**config.mk**
```make
export PLATFORM = sky130hd
export DESIGN_NAME = ctl_serial_regfile
export DESIGN_NICKNAME = d
export VERILOG_FILES = /design/src/rtl/ctlreg_pkg.sv /design/src/rtl/ctl_bit_sync.sv /design/src/rtl/ctl_spi_frame.sv /design/src/rtl/ctl_regbank.sv /design/src/rtl/ctl_serial_regfile.sv
export SDC_FILE = /design/constraint.sdc
export NUM_CORES = 1
export LEC_CHECK = 0
export ABC_CLOCK_PERIOD_IN_PS = 2100
export BUFFER_PORTS_ARGS = -buffer_cell sky130_fd_sc_hd__clkbuf_2
export CAP_MARGIN = 20
export CORE_ASPECT_RATIO = 1.25
export CORE_MARGIN = 2
export CORE_UTILIZATION = 25
export CTS_CLUSTER_SIZE = 25
export DETAILED_ROUTE_END_ITERATION = 12
export GPL_TIMING_DRIVEN = 0
export REMOVE_ABC_BUFFERS = 1
export SYNTH_ARGS = -nofsm -noshare
export SYNTH_HDL_FRONTEND = slang
export SYNTH_SLANG_ARGS = --single-unit
```
**constraint.sdc**
```tcl
create_clock -name clk -period 2.1 [get_ports clk]
set_input_delay 0.105 -clock clk [delete_from_list [all_inputs] [get_ports clk]]
set_output_delay 0.105 -clock clk [all_outputs]
set_load 0.005 [all_outputs]
```
**src/rtl/ctlreg_pkg.sv**
```systemverilog
package ctlreg_pkg;

   localparam int CTL_DATA_W   = 8;
   localparam int CTL_ADDR_W   = 7;
   localparam int CTL_NUM_REGS = 8;

   // control bits of register 0 that act on the port itself
   localparam int SRST_BIT  = 5;
   localparam int ORDER_BIT = 6;

   typedef struct packed {
      logic       lsb_first;
      logic       interp_hold;
      logic       pd_i;
      logic       pd_q;
      logic [1:0] interp_rate;
      logic       fir_highpass;
      logic [1:0] mod_sel;
      logic       mod_real;
      logic       mod_sign_pos;
      logic       fmt_offset_bin;
      logic       port_dual;
      logic       dclk_alt_pin;
      logic       dclk_falling;
      logic       dclk_out;
      logic       sync_disable;
      logic [7:0] fine_gain;
      logic [3:0] coarse_gain;
      logic [9:0] offset_code;
   } ctl_fields_t;

   function automatic logic [CTL_DATA_W-1:0] reg_default(input int idx);
      case (idx)
         1:       return 8'hD4;
         5:       return 8'h0F;
         default: return 8'h00;
      endcase
   endfunction

   // bits that hold state; zero mask means no storage at that address
   function automatic logic [CTL_DATA_W-1:0] reg_mask(input int idx);
      case (idx)
         0:       return 8'h5C;
         1:       return 8'hFE;
         2:       return 8'hFC;
         4:       return 8'hFF;
         5:       return 8'h0F;
         6:       return 8'hFF;
         7:       return 8'h03;
         default: return 8'h00;
      endcase
   endfunction

endpackage

```
**src/rtl/ctl_bit_sync.sv**
```systemverilog
module ctl_bit_sync #(
   parameter int   STAGES  = 2,
   parameter logic RST_VAL = 1'b0
) (
   input  logic clk,
   input  logic rst_n,
   input  logic d,
   output logic q
);

   generate
      if (STAGES < 1) begin : g_bad_stages
         $error("ctl_bit_sync: STAGES must be at least 1");
      end

      if (STAGES <= 1) begin : g_single
         logic ff;
         always_ff @(posedge clk or negedge rst_n) begin
            if (!rst_n) ff <= RST_VAL;
            else        ff <= d;
         end
         assign q = ff;
      end else begin : g_chain
         logic [STAGES-1:0] ff;
         always_ff @(posedge clk or negedge rst_n) begin
            if (!rst_n) ff <= {STAGES{RST_VAL}};
            else        ff <= {ff[STAGES-2:0], d};
         end
         assign q = ff[STAGES-1];
      end
   endgenerate

endmodule

```
**src/rtl/ctl_spi_frame.sv**
```systemverilog
module ctl_spi_frame #(
   parameter int DATA_W      = 8,
   parameter int ADDR_W      = 7,
   parameter int SYNC_STAGES = 2
) (
   input  logic              clk,
   input  logic              rst_n,
   input  logic              sclk,
   input  logic              cs_n,
   input  logic              sdi,
   input  logic              cfg_lsb_first,
   input  logic [DATA_W-1:0] rd_data,
   output logic [ADDR_W-1:0] acc_addr,
   output logic              wr_en,
   output logic [DATA_W-1:0] wr_data,
   output logic              sdo,
   output logic              sdo_oe
);

   localparam int FRAME_BITS = 2 * DATA_W;
   localparam int CNT_W      = $clog2(FRAME_BITS + 1);
   localparam int IDX_W      = $clog2(DATA_W);
   localparam logic [CNT_W-1:0] CNT_HDR  = CNT_W'(DATA_W);
   localparam logic [CNT_W-1:0] CNT_END  = CNT_W'(FRAME_BITS);
   localparam logic [CNT_W-1:0] CNT_LAST = CNT_W'(FRAME_BITS - 1);
   localparam logic [CNT_W-1:0] CNT_HLST = CNT_W'(DATA_W - 1);

   generate
      if (ADDR_W != DATA_W - 1) begin : g_bad_hdr
         $error("ctl_spi_frame: header byte must hold flag plus address");
      end
   endgenerate

   logic sclk_s, cs_s, sdi_s;

   ctl_bit_sync #(.STAGES(SYNC_STAGES), .RST_VAL(1'b0)) u_sync_sclk (
      .clk(clk), .rst_n(rst_n), .d(sclk), .q(sclk_s));
   ctl_bit_sync #(.STAGES(SYNC_STAGES), .RST_VAL(1'b1)) u_sync_cs (
      .clk(clk), .rst_n(rst_n), .d(cs_n), .q(cs_s));
   ctl_bit_sync #(.STAGES(SYNC_STAGES), .RST_VAL(1'b0)) u_sync_sdi (
      .clk(clk), .rst_n(rst_n), .d(sdi), .q(sdi_s));

   logic              sclk_d;
   logic              rise, fall;
   logic [CNT_W-1:0]  cnt_q;
   logic [DATA_W-1:0] sh_q;
   logic [DATA_W-1:0] nxt_byte;
   logic              order_lsb;
   logic              rd_flag;
   logic              sdo_q;
   logic [IDX_W-1:0]  out_idx;

   assign rise = sclk_s & ~sclk_d;
   assign fall = ~sclk_s & sclk_d;

   always_comb begin
      if (order_lsb) nxt_byte = {sdi_s, sh_q[DATA_W-1:1]};
      else           nxt_byte = {sh_q[DATA_W-2:0], sdi_s};
   end

   // data phase slot k = cnt - DATA_W; first slot is bit 0 or bit DATA_W-1
   always_comb begin
      if (order_lsb) out_idx = IDX_W'(cnt_q - CNT_HDR);
      else           out_idx = IDX_W'(CNT_LAST - cnt_q);
   end

   always_ff @(posedge clk or negedge rst_n) begin
      if (!rst_n) begin
         sclk_d    <= 1'b0;
         cnt_q     <= '0;
         sh_q      <= '0;
         order_lsb <= 1'b0;
         rd_flag   <= 1'b0;
         sdo_q     <= 1'b0;
         acc_addr  <= '0;
         wr_en     <= 1'b0;
         wr_data   <= '0;
      end else begin
         sclk_d <= sclk_s;
         wr_en  <= 1'b0;
         if (cs_s) begin
            // idle: order for the next frame follows the register
            cnt_q     <= '0;
            rd_flag   <= 1'b0;
            sdo_q     <= 1'b0;
            order_lsb <= cfg_lsb_first;
         end else begin
            if (rise && (cnt_q < CNT_END)) begin
               sh_q  <= nxt_byte;
               cnt_q <= cnt_q + 1'b1;
               if (cnt_q == CNT_HLST) begin
                  rd_flag  <= nxt_byte[DATA_W-1];
                  acc_addr <= nxt_byte[ADDR_W-1:0];
               end
               if ((cnt_q == CNT_LAST) && !rd_flag) begin
                  wr_en   <= 1'b1;
                  wr_data <= nxt_byte;
               end
            end
            if (fall && rd_flag && (cnt_q >= CNT_HDR) && (cnt_q < CNT_END)) begin
               sdo_q <= rd_data[out_idx];
            end
         end
      end
   end

   assign sdo    = sdo_q;
   assign sdo_oe = ~cs_s & rd_flag & (cnt_q >= CNT_HDR);


   wr_pulse_chk: assert property (@(posedge clk) disable iff (!rst_n)
      wr_en |=> !wr_en);


   frame_len_chk: assert property (@(posedge clk) disable iff (!rst_n)
      wr_en |-> (cnt_q == CNT_END));


   abort_chk: assert property (@(posedge clk) disable iff (!rst_n)
      cs_s |=> !wr_en);


   order_hold_chk: assert property (@(posedge clk) disable iff (!rst_n)
      (!cs_s && $past(!cs_s)) |-> $stable(order_lsb));

endmodule

```
**src/rtl/ctl_regbank.sv**
```systemverilog
module ctl_regbank
   import ctlreg_pkg::*;
#(
   parameter int DATA_W   = 8,
   parameter int ADDR_W   = 7,
   parameter int NUM_REGS = 8
) (
   input  logic              clk,
   input  logic              rst_n,
   input  logic              wr_en,
   input  logic [ADDR_W-1:0] acc_addr,
   input  logic [DATA_W-1:0] wr_data,
   output logic [DATA_W-1:0] rd_data,
   output ctl_fields_t       fields
);

   localparam int RA_W = (NUM_REGS > 1) ? $clog2(NUM_REGS) : 1;

   generate
      if (DATA_W != CTL_DATA_W) begin : g_bad_width
         $error("ctl_regbank: field map needs 8-bit registers");
      end
      if ((NUM_REGS < CTL_NUM_REGS) || (NUM_REGS >= (1 << ADDR_W))) begin : g_bad_depth
         $error("ctl_regbank: NUM_REGS out of range");
      end
   endgenerate

   function automatic logic [NUM_REGS*DATA_W-1:0] defaults_flat();
      logic [NUM_REGS*DATA_W-1:0] v;
      v = '0;
      for (int i = 0; i < NUM_REGS; i++) begin
         if (reg_mask(i) != '0) v[i*DATA_W +: DATA_W] = reg_default(i);
      end
      return v;
   endfunction

   localparam logic [NUM_REGS*DATA_W-1:0] DEF_FLAT = defaults_flat();

   logic [NUM_REGS-1:0][DATA_W-1:0] regs_q;
   logic                            soft_rst;

   // reset bit in a register-0 write wins over the stored bits
   assign soft_rst = wr_en && (acc_addr == '0) && wr_data[SRST_BIT];

   generate
      for (genvar g = 0; g < NUM_REGS; g++) begin : g_reg
         if (reg_mask(g) == '0) begin : g_hole
            // unused address, nothing stored
            assign regs_q[g] = '0;
         end else begin : g_store
            localparam logic [DATA_W-1:0] DEF  = reg_default(g);
            localparam logic [DATA_W-1:0] MASK = reg_mask(g);
            logic [DATA_W-1:0] q;
            always_ff @(posedge clk or negedge rst_n) begin
               if (!rst_n)                                     q <= DEF;
               else if (soft_rst)                              q <= DEF;
               else if (wr_en && (acc_addr == ADDR_W'(g)))     q <= wr_data & MASK;
            end
            assign regs_q[g] = q;
         end
      end
   endgenerate

   always_comb begin
      if (int'(acc_addr) < NUM_REGS) rd_data = regs_q[acc_addr[RA_W-1:0]];
      else                           rd_data = '0;
   end

   always_comb begin
      fields.lsb_first      = regs_q[0][ORDER_BIT];
      fields.interp_hold    = regs_q[0][4];
      fields.pd_i           = regs_q[0][3];
      fields.pd_q           = regs_q[0][2];
      fields.interp_rate    = regs_q[1][7:6];
      fields.fir_highpass   = regs_q[1][5];
      fields.mod_sel        = regs_q[1][4:3];
      fields.mod_real       = regs_q[1][2];
      fields.mod_sign_pos   = regs_q[1][1];
      fields.fmt_offset_bin = regs_q[2][7];
      fields.port_dual      = regs_q[2][6];
      fields.dclk_alt_pin   = regs_q[2][5];
      fields.dclk_falling   = regs_q[2][4];
      fields.dclk_out       = regs_q[2][3];
      fields.sync_disable   = regs_q[2][2];
      fields.fine_gain      = regs_q[4];
      fields.coarse_gain    = regs_q[5][3:0];
      fields.offset_code    = {regs_q[7][1:0], regs_q[6]};
   end


   soft_rst_chk: assert property (@(posedge clk) disable iff (!rst_n)
      soft_rst |=> (regs_q == DEF_FLAT));


   unused_wr_chk: assert property (@(posedge clk) disable iff (!rst_n)
      (wr_en && (int'(acc_addr) >= NUM_REGS)) |=> $stable(regs_q));

endmodule

```
**src/rtl/ctl_serial_regfile.sv**
```systemverilog
module ctl_serial_regfile
   import ctlreg_pkg::*;
#(
   parameter int SYNC_STAGES = 2,
   parameter int NUM_REGS    = CTL_NUM_REGS
) (
   input  logic       clk,
   input  logic       rst_n,
   input  logic       sclk,
   input  logic       cs_n,
   input  logic       sdi,
   output logic       sdo,
   output logic       sdo_oe,
   output logic       pd_i,
   output logic       pd_q,
   output logic       pd_all,
   output logic       interp_hold,
   output logic [1:0] interp_rate,
   output logic       fir_highpass,
   output logic [1:0] mod_sel,
   output logic       mod_real,
   output logic       mod_sign_pos,
   output logic       fmt_offset_bin,
   output logic       port_dual,
   output logic       dclk_alt_pin,
   output logic       dclk_falling,
   output logic       dclk_out,
   output logic       sync_disable,
   output logic [7:0] fine_gain,
   output logic [3:0] coarse_gain,
   output logic [9:0] offset_code
);

   localparam int DW = CTL_DATA_W;
   localparam int AW = CTL_ADDR_W;

   logic [AW-1:0] acc_addr;
   logic          wr_en;
   logic [DW-1:0] wr_data;
   logic [DW-1:0] rd_data;
   ctl_fields_t   fields;

   ctl_spi_frame #(
      .DATA_W(DW), .ADDR_W(AW), .SYNC_STAGES(SYNC_STAGES)
   ) u_frame (
      .clk(clk), .rst_n(rst_n),
      .sclk(sclk), .cs_n(cs_n), .sdi(sdi),
      .cfg_lsb_first(fields.lsb_first),
      .rd_data(rd_data),
      .acc_addr(acc_addr), .wr_en(wr_en), .wr_data(wr_data),
      .sdo(sdo), .sdo_oe(sdo_oe)
   );

   ctl_regbank #(
      .DATA_W(DW), .ADDR_W(AW), .NUM_REGS(NUM_REGS)
   ) u_bank (
      .clk(clk), .rst_n(rst_n),
      .wr_en(wr_en), .acc_addr(acc_addr), .wr_data(wr_data),
      .rd_data(rd_data), .fields(fields)
   );

   // both channels down means full power-down
   assign pd_i           = fields.pd_i;
   assign pd_q           = fields.pd_q;
   assign pd_all         = fields.pd_i & fields.pd_q;
   assign interp_hold    = fields.interp_hold;
   assign interp_rate    = fields.interp_rate;
   assign fir_highpass   = fields.fir_highpass;
   assign mod_sel        = fields.mod_sel;
   assign mod_real       = fields.mod_real;
   assign mod_sign_pos   = fields.mod_sign_pos;
   assign fmt_offset_bin = fields.fmt_offset_bin;
   assign port_dual      = fields.port_dual;
   assign dclk_alt_pin   = fields.dclk_alt_pin;
   assign dclk_falling   = fields.dclk_falling;
   assign dclk_out       = fields.dclk_out;
   assign sync_disable   = fields.sync_disable;
   assign fine_gain      = fields.fine_gain;
   assign coarse_gain    = fields.coarse_gain;
   assign offset_code    = fields.offset_code;

endmodule

```
# ---- After elaboration in Yosys (flattened, before gate mapping)
# Index checks and enable logic that the tools add are counted.
dict set report op_classes {
  add_sub_neg 3
  magnitude_cmp 5
  eq_ne 8
  n_mux 31
  n_bitwise 8
  n_reduce_logical 29
}
# cell count
set op_table {}
lappend op_table {{$mux 8} 17}
lappend op_table {{$eq 7x3->1 const B} 4}
lappend op_table {{$bmux 8 s3} 1}
lappend op_table {{$reduce_bool 2->1} 10}
lappend op_table {{$logic_and 1x1->1} 13}
lappend op_table {{$mux 5} 2}
lappend op_table {{$mux 1} 9}
lappend op_table {{$lt 3x4->1 const B} 2}
lappend op_table {{$eq 7x1->1 const B} 1}
lappend op_table {{$eq 7x2->1 const B} 1}
lappend op_table {{$logic_not 7->1} 1}
lappend op_table {{$lt 7x4->1 const B} 1}
lappend op_table {{$reduce_and 3->1} 2}
lappend op_table {{$add 5x1->5 const B} 1}
lappend op_table {{$and 1x1->1} 5}
lappend op_table {{$eq 5x3->1 const B} 1}
lappend op_table {{$eq 5x4->1 const B} 1}
lappend op_table {{$ge 5x4->1 const B} 1}
lappend op_table {{$lt 5x5->1 const B} 1}
lappend op_table {{$reduce_and 2->1} 2}
lappend op_table {{$bmux 1 s3} 1}
lappend op_table {{$mux 3} 1}
lappend op_table {{$not 1->1} 3}
lappend op_table {{$sub 3x1->3 const B} 1}
lappend op_table {{other kinds (2)} 2}
dict set report word_totals {
  reg_bits 95
  inputBits 5
}

# ---- Depth between registers and ports, before layout
dict set report logic_depth {
  depth_word 7
  depth_mapped 8
}

# ---- Cells and area by module
# A second synthesis with hierarchy kept.
dict set report hier_totals {
  hier_cells 325
  hier_area_um2 3906.2
}
# module instances cells_each area_each_um2
set modules_own_cells {}
lappend modules_own_cells {ctl_regbank 1 197 2139.6}
lappend modules_own_cells {ctl_spi_frame 1 121 1607.8}
lappend modules_own_cells {{ctl_bit_sync (u_frame.u_sync_sclk ...)} 2 2 50.0}
lappend modules_own_cells {{ctl_bit_sync (u_frame.u_sync_cs)} 1 2 52.6}
lappend modules_own_cells {ctl_serial_regfile 1 1 6.3}

# ---- Worst setup path after synthesis
# No wires, ideal clock.
dict set report synth_timing {
  path_kind {register -> register}
  startpoint {register u_frame.acc_addr[0]}
  endpoint {register u_frame.sdo_q, in the netlist u_frame.sdo}
  arrival_time_ns 1.730
  required_time_ns 1.973
  setup_slack_ns 0.243
  stages_incl_launch_ff 7
  path_buffers 1
  period_less_slack_ns 1.857
  cell_sequence {dfrtp_1 buf_6 mux2_1 mux4_2 mux2_2 o22ai_1 o31ai_1}
}
dict set report synth_via {
  elab_chain_len 7
  word_cells_on_any_way 8
}
# item line_no
set synth_lines {}
lappend synth_lines {{start: declaration} ctl_spi_frame.sv:13} ;# output logic [ADDR_W-1:0] acc_addr,
lappend synth_lines {{start signal: assignment} ctl_spi_frame.sv:93} ;# acc_addr <= nxt_byte[ADDR_W-1:0];
lappend synth_lines {{branches (longest 2 deep; another with $lt 7x4->1)} --}
lappend synth_lines {{$mux 8 (*)} ctl_regbank.sv:65} ;# if (int'(acc_addr) < NUM_REGS) rd_data = regs_q[acc_addr[RA_W-1:0]];
lappend synth_lines {{$bmux 1 s3 (*)} ctl_spi_frame.sv:101} ;# sdo_q <= rd_data[out_idx];
lappend synth_lines {{$mux 1 (implied by the code) (*)} ctl_spi_frame.sv:101}
lappend synth_lines {{$mux 1 (*)} ctl_spi_frame.sv:100} ;# if (fall && rd_flag && (cnt_q >= CNT_HDR) && (cnt_q < CNT_END)) begin
lappend synth_lines {{$mux 1 (*)} ctl_spi_frame.sv:81} ;# if (cs_s) begin
lappend synth_lines {{end signal: assignment} ctl_spi_frame.sv:101}
lappend synth_lines {{end: declaration} ctl_spi_frame.sv:50} ;# logic sdo_q;
# Every way passes the cells marked *. The select of a mux whose other input is x is not followed.
# A chain may end at the register's enable or synchronous reset.

# ---- Worst setup path after layout
# Same ends and word-level chain as after synthesis.

==> metrics.md <==
| Metric | Value |
|---|---|
| Distinct cells, synth | 56 |
| Most used flip-flop cell after synthesis | dfrtp_1 |
| Routed WL | 9604 µm |
| Rel. slew slack | 66.02% |
| DRT Pass-1 Iters | 6 |
| Pwr Density | 706.9 nW/µm² |
| CTS Sinks | 78 |
| Worst stage delay on the critical path | 0.52 ns |
| WL/cell | approximately 16 µm |
| Max-slew violations | 0 |
| Global-route wire length before repair | approximately 15000 µm |
| Final Cycle Share | 97.89% |
| Crit path max fanout | 6 |
| Post-synth EDFFs | 0 |
| FMAX | approximately 0.5 GHz |
| Initial DRC Count | about 190 |
| Worst slew pin tran | approximately 0.50 ns |
| Vias in the first global route | about 2800 |
| GPL Wtd Cong | 0.7786 |
| Buf/Inv on CP | 0 |
| Asr flop ratio synth | 100.0% |
| Final Hold Vio Count | 0 |
| Arrival time at the worst endpoint | between 2 and 2.5 ns |
| M2 GR Usage | 19.82% |
| Die ar. | 15760 µm² |
| Starting density of the core | 25.62% |
| I/O pin count | 46 |
| Clock buffer depth | 2 |
| Die Y | ~140 µm |
| Reg2reg start | u_frame.acc_addr[0]$_DFFE_PN0P_ |
| CP Capture Type | flip-flop |
| Sequential power share | 48.2% |
| Detailed Place HPWL | 6441 µm |
| Final Net Count | between 400 and 500 |
| Status | finished clean |
| Number of placement rows | slightly below 50 |
| Largest net degree at the start of global routing | 60 |
| Syn Std Cell Area | 3691 µm² |
| Final WS setup | between 0.04 and 0.05 ns |
| CP Data Required Time | roughly 2.3 ns |
| R2R depth | 5 |
| Post-Place Worst Slack | -0.8469 ns |
| Total power draw | 3311 µW |
| Via density | 4.807 |
| CTS H-tree depth | 3 |
| Die Width | 112.7 µm |
| P_int | 2569 µW |
| Cell leakage power | around 0.0021 µW |
| Seq/Total Area, Yosys | about 53% |
| Via count | approximately 2800 |
| GRT overflow | 0 |
| Clock share of power | 47.2% |
| Skew-Pair Late Insertion Delay | 0.34 ns |
| Peak VDD IR | between 0.0002 and 0.0003 V |
| CTS tree | yes |
| Min-delay worst type | in2async |
| R2R Setup Slk | 0.04 ns |
| Port Buffer Count | 45 |
| Top delay family on crit path | multiplexers |
| Switching power share of the total | roughly 22% |
| Endpoints failing setup | 0 |
| Placed Cells incl. Taps | 554 |
| FF+latch count, synth | 78 |
| Initial antenna violation count | 0 |
| GR Util All Layers | 12.27% |
| Met1 Track Usage GR | 15.38% |
| CP Depth | 5 |
| Worst R2R End | u_frame.sdo$_DFFE_PN0P_ |
| CTS buffer count | 9 |
| Max-cap violations | 0 |
| Synth warn | 0 |
| Worst Skew | 0.005513 ns |
| Logic pwr share | under 10% |
| Area growth, synth to finish | 26.88% |
| CP cell instances | mux2_1 -> mux4_2 -> mux2_4 -> o22ai_2 -> o31ai_2 |
| CP startpoint kind | flip-flop |
| Post-Layout Cell Count | ~600 |
| Diode count | 0 |
| Slowest CP cell | dfrtp_4 |
| Layout cells sized above 1 | ~30% |
| Busiest grt layer | met2 |
| WHS | 0.2149 ns |
| Clock slew at reported path FFs | roughly 0.06 ns |
| DRC | 0 |
| Core Footprint | 14410 µm² |
| Root Buffer | clkbuf_16 |
| Global routing usage on met3 | 3.267% |
| Setup CP Type | reg2reg |
| Post-Syn Instances | 351 |
| Antenna viol nets, final | 0 |
| Psw | 741.7 µW |
| Min Clock Period, post-route | 2.056 ns |
| Syn avg cell area | 10.52 µm² |
## cells in the final DEF (no fill, tap or decap), drive strengths merged, types with 4 or more instances in the layout
cell	n
nand2	43
mux2	8
nor2b	10
clkbuf	58
a21oi	25
nand3	10
nor2	49
mux4	4
buf	16
dfstp	10
dlygate4sd3	4
inv	4
dfrtp	68
o21ai	16
mux2i	37
## synth_stat cells (2+ instances only)
library cell	instances	area, µm²
o22ai_1	2	12.51
inv_1	4	15.01
nor2b_1	10	62.56
nor2_1	47	176.4
clkbuf_1	6	22.52
a21oi_1	25	125.1
dfrtp_1	68	1702
and2_1	2	12.51
xor2_1	2	17.52
mux2_2	4	45.04
nand2b_1	3	18.77
mux2_1	4	45.04
nand3_1	10	50.05
mux2i_1	37	370.4
and3_1	3	18.77
a211oi_1	2	15.01
nand3b_1	3	22.52
buf_2	12	60.06
ha_1	2	25.02
mux4_2	4	90.09
o21ai_0	15	75.07
dfstp_2	10	262.8
nand2_1	42	157.7
nand4b_1	2	17.52
## cells by family (layout without fill, tap and decap cells)
group	after synthesis	after routing	share of synthesized area, %
DFF	78	78	53.22
buffers and inverters	26	86	3.356
and+or+nand+nor	134	135	17.36
adders and majority gates	2	2	0.6779
muxes	49	49	14.92
xor gates and xnor gates	4	4	1.153
AOI/OAI and AO/OA	58	58	9.322
## state kept, by name, summed over array words and instances, names as in the netlist, 2 cells and up
name	count
u_frame.acc_addr	7
u_frame.u_sync_cs.g_chain.ff	2
u_frame.u_sync_sdi.g_chain.ff	2
u_frame.u_sync_sclk.g_chain.ff	2
u_bank.g.g_store.q	39
u_frame.wr_data	8
u_frame.cnt_q	5
u_frame.sh_q	8
## layout make-up
class / count / area (µm²)
sequential: 78 / 1977
clock inverter: 3 / 43.79
multi-input combinational: 248 / 1722
tap: 178 / 222.7
timing repair buffer: 65 / 449.2
clock buffer: 13 / 250.2
fill: 1424 / 9724
inverter: 5 / 18.77
## layer usage
metal | routed length (µm) | vias up | part of all wire (%)
met5 | 0 | - | 0
met4 | 194 | 0 | 2.0
met3 | 565 | 15 | 5.9
met2 | 4864 | 76 | 51
met1 | 3979 | 1420 | 41
li1 | - | 1325 | -
## worst max-delay path by stage
stage / startpoint / to / slack [ns]
floorplan: u_frame.cnt_q[4]$_DFFE_PN0P_ / u_frame.wr_data[0]$_DFFE_PN0P_ / -0.16
global placement: u_frame.acc_addr[1]$_DFFE_PN0P_ / u_bank.g_reg[6].g_store.q[6]$_DFFE_PN0P_ / -0.82
detailed placement: u_frame.acc_addr[1]$_DFFE_PN0P_ / u_bank.g_reg[6].g_store.q[4]$_DFFE_PN0P_ / -0.85
CTS: u_frame.acc_addr[3]$_DFFE_PN0P_ / u_bank.g_reg[2].g_store.q[5]$_DFFE_PN0P_ / -0.03
global route: u_frame.acc_addr[0]$_DFFE_PN0P_ / u_frame.sdo$_DFFE_PN0P_ / -0.006
finish: u_frame.acc_addr[0]$_DFFE_PN0P_ / u_frame.sdo$_DFFE_PN0P_ / 0.04
## stage by stage
| step | utilization, % | setup TNS, ns | cell area (µm²) |
|---|---|---|---|
| after floorplan | - | -2.059 | 3586 |
| after global placement | 28.00 | -21.68 | 4034 |
| after detailed placement | 28.21 | -22.84 | 4064 |
| after global routing | 32.51 | -0.006354 | 4683 |
| after CTS | 31.60 | -0.05928 | 4553 |
| final | 32.51 | 0 | 4683 |
## timing repair
action	4_1_cts	5_1_grt
hold endpoints to repair	22	0
endpoints found under the setup margin	42	45
cloned	1	0
pin swaps	3	2
hold buffers	4	0
resized for setup	16	18
setup buffers	9	6
## power groups by stage
stage                     combinational (µW)  clock, µW  sequential (µW)
after floorplan                         82.7          0             1610
after global placement                   134          0             1620
after detailed placement                 145          0             1620
after CTS                                152       1580             1590
after global routing                     180       1660             1600
final                                    155       1560             1590
No activity file was read; power rests on OpenSTA's default activity.
